--- config.mk ---
export PLATFORM = sky130hd
export DESIGN_NAME = usbdev_ctl_irq
export DESIGN_NICKNAME = d
export VERILOG_FILES = /design/src/rtl/usbdev_pkg.sv /design/src/rtl/usbdev_ctl_reg.sv /design/src/rtl/usbdev_irq_reg.sv /design/src/rtl/usbdev_rst_pulse.sv /design/src/rtl/usbdev_ctl_irq.sv
export SDC_FILE = /design/constraint.sdc
export NUM_CORES = 1
export LEC_CHECK = 0
export BUFFER_PORTS_ARGS = -buffer_cell sky130_fd_sc_hd__buf_2
export CAP_MARGIN = 20
export CORE_UTILIZATION = 40
export DETAILED_ROUTE_END_ITERATION = 10
export PLACE_DENSITY = 0.8
export SLEW_MARGIN = 40
export SYNTH_ARGS = -nofsm -noshare
export SYNTH_HDL_FRONTEND = slang
export SYNTH_SLANG_ARGS = --single-unit
--- constraint.sdc ---
create_clock -name clk -period 1.4 [get_ports clk]
set_clock_uncertainty 0.2 [all_clocks]
set_input_delay 0.28 -clock clk [delete_from_list [all_inputs] [get_ports clk]]
set_output_delay 0.28 -clock clk [all_outputs]
set_load 0.02 [all_outputs]
--- src/rtl/usbdev_pkg.sv ---
package usbdev_pkg;
   localparam int unsigned REG_W = 8;
   localparam int unsigned ADR_W = 2;

   localparam logic [ADR_W-1:0] ADR_CTL  = 2'd0;
   localparam logic [ADR_W-1:0] ADR_FLAG = 2'd1;
   localparam logic [ADR_W-1:0] ADR_IEN  = 2'd2;

   localparam int unsigned DET_BIT  = 0;
   localparam int unsigned WAKE_BIT = 1;
   localparam int unsigned RCPU_BIT = 2;

   // implemented flag positions: 6,5,4,3,2,0
   localparam logic [REG_W-1:0] FLAG_MASK_DEF = 8'b0111_1101;
endpackage

--- src/rtl/usbdev_ctl_reg.sv ---
module usbdev_ctl_reg
   import usbdev_pkg::*;
(
   input  logic             clk,
   input  logic             rst_n,
   input  logic             ctl_en,
   input  logic             wr_ctl,
   input  logic [REG_W-1:0] wdata,
   output logic             detach_q,
   output logic             rstcpu_q,
   output logic             wake_pulse
);
   logic wake_req;

   assign wake_req = wr_ctl & ctl_en & wdata[WAKE_BIT] & ~wdata[DET_BIT];

   always_ff @(posedge clk) begin
      if (!rst_n) begin
         detach_q   <= 1'b1;
         rstcpu_q   <= 1'b0;
         wake_pulse <= 1'b0;
      end else begin
         wake_pulse <= wake_req;
         if (wr_ctl) begin
            detach_q <= wdata[DET_BIT];
         end
         if (!ctl_en) begin
            rstcpu_q <= 1'b0;
         end else if (wr_ctl) begin
            rstcpu_q <= wdata[RCPU_BIT];
         end
      end
   end
endmodule

--- src/rtl/usbdev_irq_reg.sv ---
module usbdev_irq_reg
   import usbdev_pkg::*;
#(
   parameter logic [REG_W-1:0] FLAG_MASK = FLAG_MASK_DEF
) (
   input  logic             clk,
   input  logic             rst_n,
   input  logic             wr_flag,
   input  logic             wr_ien,
   input  logic [REG_W-1:0] wdata,
   input  logic [REG_W-1:0] ev_pulse,
   output logic [REG_W-1:0] flags_q,
   output logic [REG_W-1:0] ien_q,
   output logic             gen_irq
);
   for (genvar k = 0; k < REG_W; k++) begin : g_bit
      if (FLAG_MASK[k]) begin : g_impl
         logic clr;
         assign clr = wr_flag & ~wdata[k];
         always_ff @(posedge clk) begin
            if (!rst_n) begin
               flags_q[k] <= 1'b0;
               ien_q[k]   <= 1'b0;
            end else begin
               // a set event beats a clearing write
               flags_q[k] <= ev_pulse[k] | (flags_q[k] & ~clr);
               if (wr_ien) begin
                  ien_q[k] <= wdata[k];
               end
            end
         end
      end else begin : g_rsvd
         assign flags_q[k] = 1'b0;
         assign ien_q[k]   = 1'b0;
      end
   end

   always_ff @(posedge clk) begin
      if (!rst_n) begin
         gen_irq <= 1'b0;
      end else begin
         gen_irq <= |(flags_q & ien_q);
      end
   end
endmodule

--- src/rtl/usbdev_rst_pulse.sv ---
module usbdev_rst_pulse #(
   parameter int unsigned RST_CYCLES = 16
) (
   input  logic clk,
   input  logic rst_n,
   input  logic arm,
   input  logic bus_rst_det,
   output logic cpu_rst
);
   localparam int unsigned CNT_W = $clog2(RST_CYCLES + 1);
   localparam logic [CNT_W-1:0] CNT_LOAD = CNT_W'(RST_CYCLES);

   logic             det_d;
   logic [CNT_W-1:0] cnt_q;
   logic             trig;

   assign trig    = arm & bus_rst_det & ~det_d;
   assign cpu_rst = (cnt_q != '0);

   always_ff @(posedge clk) begin
      if (!rst_n) begin
         det_d <= 1'b0;
         cnt_q <= '0;
      end else begin
         det_d <= bus_rst_det;
         if (trig) begin
            cnt_q <= CNT_LOAD;
         end else if (cnt_q != '0) begin
            cnt_q <= cnt_q - 1'b1;
         end
      end
   end
endmodule

--- src/rtl/usbdev_ctl_irq.sv ---
module usbdev_ctl_irq
   import usbdev_pkg::*;
#(
   parameter int unsigned      RST_CYCLES = 16,
   parameter logic [REG_W-1:0] FLAG_MASK  = FLAG_MASK_DEF
) (
   input  logic             clk,
   input  logic             rst_n,
   input  logic             ctl_en,
   input  logic [ADR_W-1:0] addr,
   input  logic             wr,
   input  logic [REG_W-1:0] wdata,
   output logic [REG_W-1:0] rdata,
   input  logic [REG_W-1:0] ev_pulse,
   input  logic             bus_rst_det,
   output logic             pullup_en,
   output logic             wake_pulse,
   output logic             cpu_rst,
   output logic             gen_irq
);
   if (RST_CYCLES < 1) begin : g_bad_len
      $error("RST_CYCLES must be at least 1");
   end
   if (FLAG_MASK[WAKE_BIT] || FLAG_MASK[REG_W-1]) begin : g_bad_mask
      $error("FLAG_MASK must leave bits 7 and 1 reserved");
   end

   logic             detach_q;
   logic             rstcpu_q;
   logic [REG_W-1:0] flags_q;
   logic [REG_W-1:0] ien_q;
   logic [REG_W-1:0] ctl_rd;

   usbdev_ctl_reg ctl_i (
      .clk        (clk),
      .rst_n      (rst_n),
      .ctl_en     (ctl_en),
      .wr_ctl     (wr && addr == ADR_CTL),
      .wdata      (wdata),
      .detach_q   (detach_q),
      .rstcpu_q   (rstcpu_q),
      .wake_pulse (wake_pulse)
   );

   usbdev_irq_reg #(.FLAG_MASK(FLAG_MASK)) irq_i (
      .clk      (clk),
      .rst_n    (rst_n),
      .wr_flag  (wr && addr == ADR_FLAG),
      .wr_ien   (wr && addr == ADR_IEN),
      .wdata    (wdata),
      .ev_pulse (ev_pulse),
      .flags_q  (flags_q),
      .ien_q    (ien_q),
      .gen_irq  (gen_irq)
   );

   usbdev_rst_pulse #(.RST_CYCLES(RST_CYCLES)) rstp_i (
      .clk         (clk),
      .rst_n       (rst_n),
      .arm         (rstcpu_q & ctl_en),
      .bus_rst_det (bus_rst_det),
      .cpu_rst     (cpu_rst)
   );

   assign pullup_en = ~detach_q;

   always_comb begin
      ctl_rd           = '0;
      ctl_rd[DET_BIT]  = detach_q;
      ctl_rd[RCPU_BIT] = rstcpu_q;
   end

   always_comb begin
      case (addr)
         ADR_CTL:  rdata = ctl_rd;
         ADR_FLAG: rdata = flags_q;
         ADR_IEN:  rdata = ien_q;
         default:  rdata = '0;
      endcase
   end
endmodule

# After elaboration in Yosys (flattened, before gate mapping)
# Index checks and enable logic that the tools add are counted.
# classes
n_addsub,1
n_eq_ne,2
muxes,3
n_bitwise,40
reduce_logical,9
# op_table
cell,count
case mux 7 bit (3 select lines),1
bitwise AND 1 bit,18
NOT 1 bit,15
two-way mux 5 bit,2
OR reduction 8 bit,1
bitwise AND 7 bit,1
bitwise OR 1 bit,6
nonzero test 5 bit,1
subtractor 5 x 1 -> 5 bit (second input constant),1
logical AND 1 bit,3
equality test 2 x 1 -> 1 bit (second input constant),1
equality test 2 bit (second input constant),1
zero test 2 bit,1
AND reduction 2 bit,1
nonzero test 2 bit,1
OR reduction 2 bit,1
# word_totals
register_bits,22
input_bits,23
output_inout_bits,12
elab_cells,74

# Logic depth before layout (Yosys ltp)
# Gate-level depths: netlist of run 1.
# logic_depth
word_depth,6
depth_mapped,6
mapped_depth_nobuf,6

# Hierarchy
# From an unflattened synthesis of run 1, not the netlist that was laid out.
# hier_totals
hier_cells,110
hier_area_um2,1033.5
# by_module_without_submodules
module,n_inst,cells_per_inst,area_per_inst_um2
usbdev_irq_reg,1,55,515.5
usbdev_rst_pulse,1,27,264.0
usbdev_ctl_irq,1,18,153.9
usbdev_ctl_reg,1,10,100.1

# Worst setup path after synthesis of run 1
# Ideal clock, no wire load.
# synth_timing
path_kind,input-to-output
start,input port addr[1]
end,output port rdata[0]
t_arrival_ns,1.044
setup_slack_ns,-0.124
path_stages,3
n_path_buf,1
path_cell_list,clkbuf_2 -> mux2i_1 -> o21ai_0
# synth_between
elab_chain_len,2
# synth_rtl
item,line,source
"start, declared",usbdev_ctl_irq.sv:10,"input logic [ADR_W-1:0] addr,"
"equality test 2 bit, or another cell as far along",usbdev_ctl_irq.sv:74,case (addr)
case mux 7 bit (3 select lines) (*),usbdev_ctl_irq.sv:74,
"end, declared",usbdev_ctl_irq.sv:13,"output logic [REG_W-1:0] rdata,"
# Every way passes the cells marked *; elsewhere a longest branch is shown, timed or not.

# Worst setup path after layout of run 1
# layout_timing
start,register rstp_i.cnt_q[1]
end,output port cpu_rst
# layout_between
elab_chain_len,1
# layout_rtl
item,line,source
"start, declared",usbdev_rst_pulse.sv:14,logic [CNT_W-1:0] cnt_q;
"start signal, assigned",usbdev_rst_pulse.sv:29,cnt_q <= cnt_q - 1'b1;
nonzero test 5 bit,usbdev_rst_pulse.sv:18,assign cpu_rst = (cnt_q != '0);
"end, declared",usbdev_ctl_irq.sv:18,"output logic cpu_rst,"
# Every way passes these cells.

==> results of run 1 <==
[metal layers]
metal | global-route usage (%) | vias to the layer above | wire length (um)
met5 | 0 | - | 0
met4 | 6.76 | 0 | 70
met3 | 3.80 | 11 | 169
met2 | 44.4 | 52 | 1490
met1 | 25.8 | 505 | 1070
li1 | - | 510 | -
[worst register-to-register path, stage by stage, from the launching register on]
cell and delay, ps:
dfxtp_2 350, inv_2 60, ha_4 130, nor4b_4 210, inv_2 70, buf_4 140
buf_6 120, a211oi_2 180
[cells in the final DEF, fill, tap and decap left out, types with 3 or more instances in the layout]
master and n:
o21ai_0 6, inv_2 3, nand2_1 11, buf_4 28, buf_2 20, dfxtp_2 13
mux2i_1 3, a22oi_1 3, buf_6 8, nor3_1 3, clkbuf_4 3, a21oi_1 13
nor2_1 8, nand3_1 6, o21ai_1 3, dfxtp_1 9, a22o_4 4
[cell families after synthesis]
group                      count (synthesis)
and+or+nand+nor                           42
xor gates and xnor gates                   2
muxes                                      3
adders and majority gates                  1
other                                      1
buffers and inverters                     12
DFF                                       22
AOI/OAI and AO/OA                         32
[flip-flops by register name (all words and copies together), names as in the netlist]
register	flops
irq_i.ien_q	6
rstp_i.det_d	1
irq_i.flags_q	6
rstp_i.cnt_q	5
ctl_i.detach_q	1
ctl_i.wake_pulse	1
irq_i.gen_irq	1
ctl_i.rstcpu_q	1
[report_power, final]
| group | leakage (nW) | total (mW) | switching, mW | internal [mW] |
|---|---|---|---|---|
| Combinational | 0.499 | 0.878 | 0.385 | 0.494 |
| Sequential | 0.185 | 0.753 | 0.0518 | 0.701 |
| Clock | 0.0138 | 0.284 | 0.183 | 0.100 |
| Total | 0.698 | 1.92 | 0.620 | 1.30 |
[worst paths after layout]
kind,start,endpoint,slack (ps),depth (start not counted)
setup / recovery,rstp_i.cnt_q[1],cpu_rst,-330,5
setup reg to reg,rstp_i.cnt_q[1],rstp_i.cnt_q[1],-130,7
hold / removal,wdata[6],irq_i.ien_q[6],30,3
hold reg to reg,irq_i.ien_q[3],irq_i.ien_q[3],300,2
[metrics by stage]
step,instance area (sq um),TNS [ps],hold WS (ps)
3_5_place_dp,1290,-857,282
6_report,1530,-1090,30.1
5_1_grt,1530,-1600,22.9
3_3_place_gp,1290,-726,268
2_1_floorplan,1070,-60.0,199
4_1_cts,1510,-1130,3.96
[area by class of cell]
| class | count | area [sq um] | share of cell area, % |
|---|---|---|---|
| multi-input combinational | 82 | 567 | 37.0 |
| clock buffer | 3 | 22.5 | 1.47 |
| sequential | 22 | 457 | 29.8 |
| tap | 28 | 35.0 | 2.29 |
| inverter | 5 | 18.8 | 1.23 |
| timing repair buffer | 59 | 432 | 28.2 |
[what timing repair did]
item / 4_1_cts / 5_1_grt
pin swaps: 2 / 2
gates resized for setup: 31 / 2
setup buffers: 12 / 2
endpoints found under the hold margin: 1 / 1
hold buffers: 1 / 1
cloned: 1 / 0
setup endpoints to repair: 9 / 12
==> results.sh, run 1 <==
export IMPL_status="finished, violations left"
export IMPL_violations="negative setup slack"
export IMPL_grt_overflow_total=0
export IMPL_clock_latency_ps=300
export IMPL_cp_arrival_ps=1250
export IMPL_core_sq_um=2280
export IMPL_synth_xor_area_share_pct=1.76
export IMPL_diodes=0
export IMPL_vdd_drop_max_v=0.000872
export IMPL_crit_top_cell="inv_2"
export IMPL_cts_tree="built"
export IMPL_rows=17
export IMPL_numPortBuffers=29
export IMPL_setup_viol=9
export IMPL_p_leak_nw=0.698
export IMPL_dpl_cell_count=180
export IMPL_grt_pass1_wl_um=4640
export IMPL_yosys_most_used_dff="dfxtp_1"
export IMPL_grt_pass1_vias=1082
export IMPL_final_antenna_net_count=0
export IMPL_gp_congestion=0.808
export IMPL_crit_family="flip-flops"
export IMPL_ys_seq_area_share_pct=44.3
export IMPL_path_clk_slew_ps=120
export IMPL_finalHoldViolCount=0
export IMPL_initial_core_util_pct=43.7
export IMPL_max_cap_viol_count=0
export IMPL_nNetsFinal=197
export IMPL_path_buf_inv=3
export IMPL_fill_cells=190
export IMPL_synth_simple_area_share_pct=23.7
export IMPL_syn_to_final_growth_pct=54.2
export IMPL_place_hpwl_um=1870
export IMPL_die_h_um=51.8
export IMPL_critPathRequiredTime_ps=920
export IMPL_synth_area_sq_um=993
export IMPL_period_share_pct=124
export IMPL_io_pins=35
export IMPL_path_class="flop to output pin"
export IMPL_place_ws_ps=-148
export IMPL_htreeDepth=1
export IMPL_syn_inst=115
export IMPL_p_total_mw=1.92
export IMPL_ys_top_cells_by_count="22 x dfxtp_1, 13 x a21oi_1, 11 x nand2_1, 10 x nor2_1, 9 x o21ai_0"
export IMPL_first_pass_iters=4
export IMPL_yosysWarningCount=0
export IMPL_rsz0062_at_grt="true"
export IMPL_routedWlPerCell_um=14.1
export IMPL_slowest_stage="dfxtp_2"
export IMPL_root_buffer="clkbuf_4"
export IMPL_die_area_sq_um=2690
export IMPL_hp_class="input pin to flop"
export IMPL_via_count=1078
export IMPL_dr_first_iter_drc_count=39
export IMPL_synth_top_family_by_area="simple AND/OR/NAND/NOR gates"
export IMPL_worstSetupEndpointType="output pin"
export IMPL_synthAdderAreaFrac_pct=1.26
export IMPL_synth_area_per_cell_sq_um=8.64
export IMPL_pwr_density_cell_nw_per_um2=1250
export IMPL_antenna_found_initial=0
export IMPL_yosys_area_top_type_share_pct=44.3
export IMPL_synth_edf_count=0
export IMPL_layout_drive_gt1_share_pct=52.0
export IMPL_cts_sinks=22
export IMPL_grt_start_max_net_pins=13
export IMPL_slowest_delay_ps=350
export IMPL_stdcell_count=199
export IMPL_utilization_pct=67.3
export IMPL_drc=0
export IMPL_synth_area_leaders="dfxtp_1 44%, a21oi_1 6.5%, o21ai_0 4.5%, nand2_1 4.2%, nor2_1 3.8%"
export IMPL_fin_crit_ps=1730
export IMPL_die_w_um=51.8
export IMPL_cts_buffers=3
export IMPL_fin_ws_ps=-335
export IMPL_worstSetupStartpointType="flop"
export IMPL_ys_types=32
export IMPL_yosysMostFrequentCell="dfxtp_1"
export IMPL_vias_per_cell=5.42
export IMPL_cts_buffer_depth=2
export IMPL_grt_usage_pct=23.3
export IMPL_path_cells="inv_2 -> ha_4 -> nor4b_4 -> inv_2 -> buf_6"
export IMPL_worstPathMaxFanout=2
export IMPL_synthArstFlopShare_pct=0
export IMPL_synth_compound_area_share_pct=19.5
export IMPL_final_max_slew_viol_count=0
export IMPL_max_clock_freq_mhz=576
export IMPL_synthMuxAreaShare_pct=3.02
export IMPL_routed_wl_um=2800
export IMPL_ys_ff_latch=22
export IMPL_synth_top_cell_by_area="dfxtp_1"
(Power assumes the default switching activity.)
==> run 2, diff against run 1 <==
- ABC_AREA: unset -> 1
- PLACE_DENSITY: 0.8 -> 0.79
==> run 2 against run 1 <==
- the flow still finishes with violations (negative setup slack)
- first-iteration DRC count down 13%
- flip-flop and latch count unchanged
- cell area up 4.3%
- setup slack better by 160 ps
- critical path depth down 1
- combinational power down 5.9%
- core utilization down 2.8 points
- synthesized area up 5.3%
- largest power group unchanged
- hold slack worse by 20 ps
- highest routed layer is now met3
==> results.sh, run 2 <==
export IMPL_synth_edf_count=0
export IMPL_p_sw_uw=656
export IMPL_worstSetupStartpointType="flop"
export IMPL_routedWlPerCell_um=11.2
export IMPL_setup_viol=7
export IMPL_vdd_drop_max_v=0.00118
export IMPL_yosysMostFrequentCell="nand2_1"
export IMPL_die_area_sq_um=2820
export IMPL_period_share_pct=113
export IMPL_place_ws_ps=-99.8
export IMPL_grt_pass1_vias=1021
export IMPL_fin_crit_ps=1580
export IMPL_root_buffer="clkbuf_4"
export IMPL_ys_types=21
export IMPL_combPwrFrac_pct=42.2
export IMPL_synth_area_per_cell_sq_um=6.79
export IMPL_synthArstFlopShare_pct=0
export IMPL_grt_overflow_total=0
export IMPL_final_max_slew_viol_count=0
export IMPL_final_antenna_net_count=0
export IMPL_hp_class="input pin to flop"
export IMPL_placed_cell_area_sq_um=1260
export IMPL_max_clock_freq_mhz=635
export IMPL_yosys_area_top_type_share_pct=42.1
export IMPL_yosysWarningCount=0
export IMPL_ys_top_cells_by_count="38 x nand2_1, 24 x inv_1, 22 x dfxtp_1, 21 x nor2_1, 9 x a21oi_1"
export IMPL_clock_latency_ps=310
export IMPL_syn_inst=154
export IMPL_rows=18
export IMPL_dr_first_iter_drc_count=34
export IMPL_grt_start_max_net_pins=13
export IMPL_layout_drive_gt1_share_pct=42.7
export IMPL_max_cap_viol_count=0
export IMPL_ys_ff_latch=22
export IMPL_cts_buffers=3
export IMPL_fin_ws_ps=-176
export IMPL_initial_core_util_pct=42.2
export IMPL_die_h_um=53.1
export IMPL_grt_usage_pct=20.6
export IMPL_pwr_density_cell_nw_per_um2=1230
export IMPL_fin_area_sq_um=1600
export IMPL_grt_pass1_wl_um=4260
export IMPL_rsz0062_at_grt="true"
export IMPL_cp_arrival_ps=1100
export IMPL_path_class="flop to output pin"
export IMPL_cts_sinks=22
export IMPL_final_common_cell="nand2_1"
export IMPL_p_int_mw=1.30
export IMPL_drc=0
export IMPL_worstSetupEndpointType="output pin"
export IMPL_synth_area_sq_um=1050
export IMPL_cts_buffer_depth=2
export IMPL_power_frac_seq_pct=39.7
export IMPL_synth_area_leaders="dfxtp_1 42%, nand2_1 14%, inv_1 8.6%, nor2_1 7.5%, nand4_1 4.8%"
export IMPL_gp_congestion=0.720
export IMPL_first_pass_iters=4
export IMPL_syn_to_final_growth_pct=52.8
export IMPL_synth_top_cell_by_area="dfxtp_1"
export IMPL_worstPathMaxFanout=2
export IMPL_place_hpwl_um=1720
export IMPL_violations="negative setup slack"
export IMPL_finalHoldViolCount=0
export IMPL_clock_power_share_pct=18.1
export IMPL_reg_largest_list="irq_i.flags_q x6, irq_i.ien_q x6, rstp_i.cnt_q x5"
export IMPL_routed_wl_um=2710
export IMPL_mostFrequentLayoutCells="31 x nand2_1, 22 x buf_2, 20 x inv_1, 19 x nor2_1, 19 x buf_4"
export IMPL_cts_tree="built"
export IMPL_p_leak_nw=0.833
export IMPL_nNetsFinal=236
export IMPL_diodes=0
export IMPL_path_clk_slew_ps=120
export IMPL_die_w_um=53.1
export IMPL_ys_seq_area_share_pct=42.1
export IMPL_numPortBuffers=29
export IMPL_antenna_found_initial=0
export IMPL_vias_per_cell=4.70
export IMPL_htreeDepth=1
export IMPL_io_pins=35
export IMPL_core_sq_um=2480
export IMPL_via_count=1133
export IMPL_fill_cells=225
export IMPL_critPathRequiredTime_ps=920
export IMPL_status="finished, violations left"
export IMPL_yosys_most_used_dff="dfxtp_1"
export IMPL_sw_frac_of_total_pct=33.5
-- run 2: cell count changes after synthesis, moves of 2 or more --
| cell | delta |
|---|---|
| nand2_1 | +27 |
| inv_1 | +20 |
| a21oi_1 | -4 |
| a22oi_1 | -3 |
| o21ai_0 | -2 |
| nor3_1 | -2 |
| mux2i_1 | -3 |
| nand4_1 | +8 |
| nor2_1 | +11 |
| nor2b_1 | -2 |
-- run 2: repair_timing --
action,4_1_cts,5_1_grt
endpoints found under the setup margin,7,7
hold buffers,8,0
pin swaps,5,7
resized for setup,43,8
endpoints found under the hold margin,8,0
buffers inserted,8,4
-- run 2: cell families after synthesis --
group | Yosys count | synth area share [%]
and+or+nand+nor | 77 | 31.5
AOI/OAI and AO/OA | 20 | 10.9
DFF | 22 | 42.1
other | 1 | 0.359
buffers and inverters | 32 | 13.2
xor gates and xnor gates | 1 | 0.837
adders and majority gates | 1 | 1.20
-- run 2: worst max-delay path, cell delays in order, from the launching register on --
cell and delay, ps:
dfxtp_2 350, inv_2 80, ha_4 140, nand3_2 80, buf_6 140
-- run 2: power by group through the flow --
stage	logic (mW)	clock network (mW)	registers [mW]
3_5_place_dp	0.584	0	0.772
3_3_place_gp	0.581	0	0.769
5_1_grt	0.916	0.386	0.789
4_1_cts	0.744	0.356	0.774
6_report	0.826	0.356	0.778
2_1_floorplan	0.399	0	0.764
-- run 2: stage by stage --
step	std cells	setup TNS (ps)	util [%]	power (mW)	hold WS [ps]
2_1_floorplan	155	-6.72	-	1.16	173
3_3_place_gp	217	-534	51.0	1.35	253
3_5_place_dp	217	-535	51.0	1.36	270
4_1_cts	237	-463	62.3	1.87	12.4
5_1_grt	241	-712	64.5	2.09	7.99
6_report	241	-438	64.5	1.96	10.4
-- run 2: area by class of cell --
class / instances / area (sq um) / area share [%]
Clock buffer: 4 / 36.3 / 2.27
Inverter: 27 / 106 / 6.66
Multi-Input combinational cell: 101 / 536 / 33.5
Sequential cell: 22 / 459 / 28.7
Tap cell: 30 / 37.5 / 2.35
Timing Repair Buffer: 57 / 423 / 26.5
-- run 2: layer usage --
layer | vias to the layer above | track usage (%) | share of wire (%)
met5 | - | 0 | 0
met4 | 0 | 6.58 | 0
met3 | 0 | 1.72 | 4.5
met2 | 38 | 36.7 | 52
met1 | 501 | 26.0 | 44
li1 | 594 | - | -
-- run 2: final timing paths --
path / start / to / slack [ps] / cells past startpoint
max reg2reg: rstp_i.cnt_q[0] / rstp_i.cnt_q[1] / 170 / 7
max: rstp_i.cnt_q[0] / cpu_rst / -180 / 4
min: wdata[6] / irq_i.ien_q[6] / 10 / 3
min reg2reg: rstp_i.cnt_q[4] / rstp_i.cnt_q[4] / 290 / 2
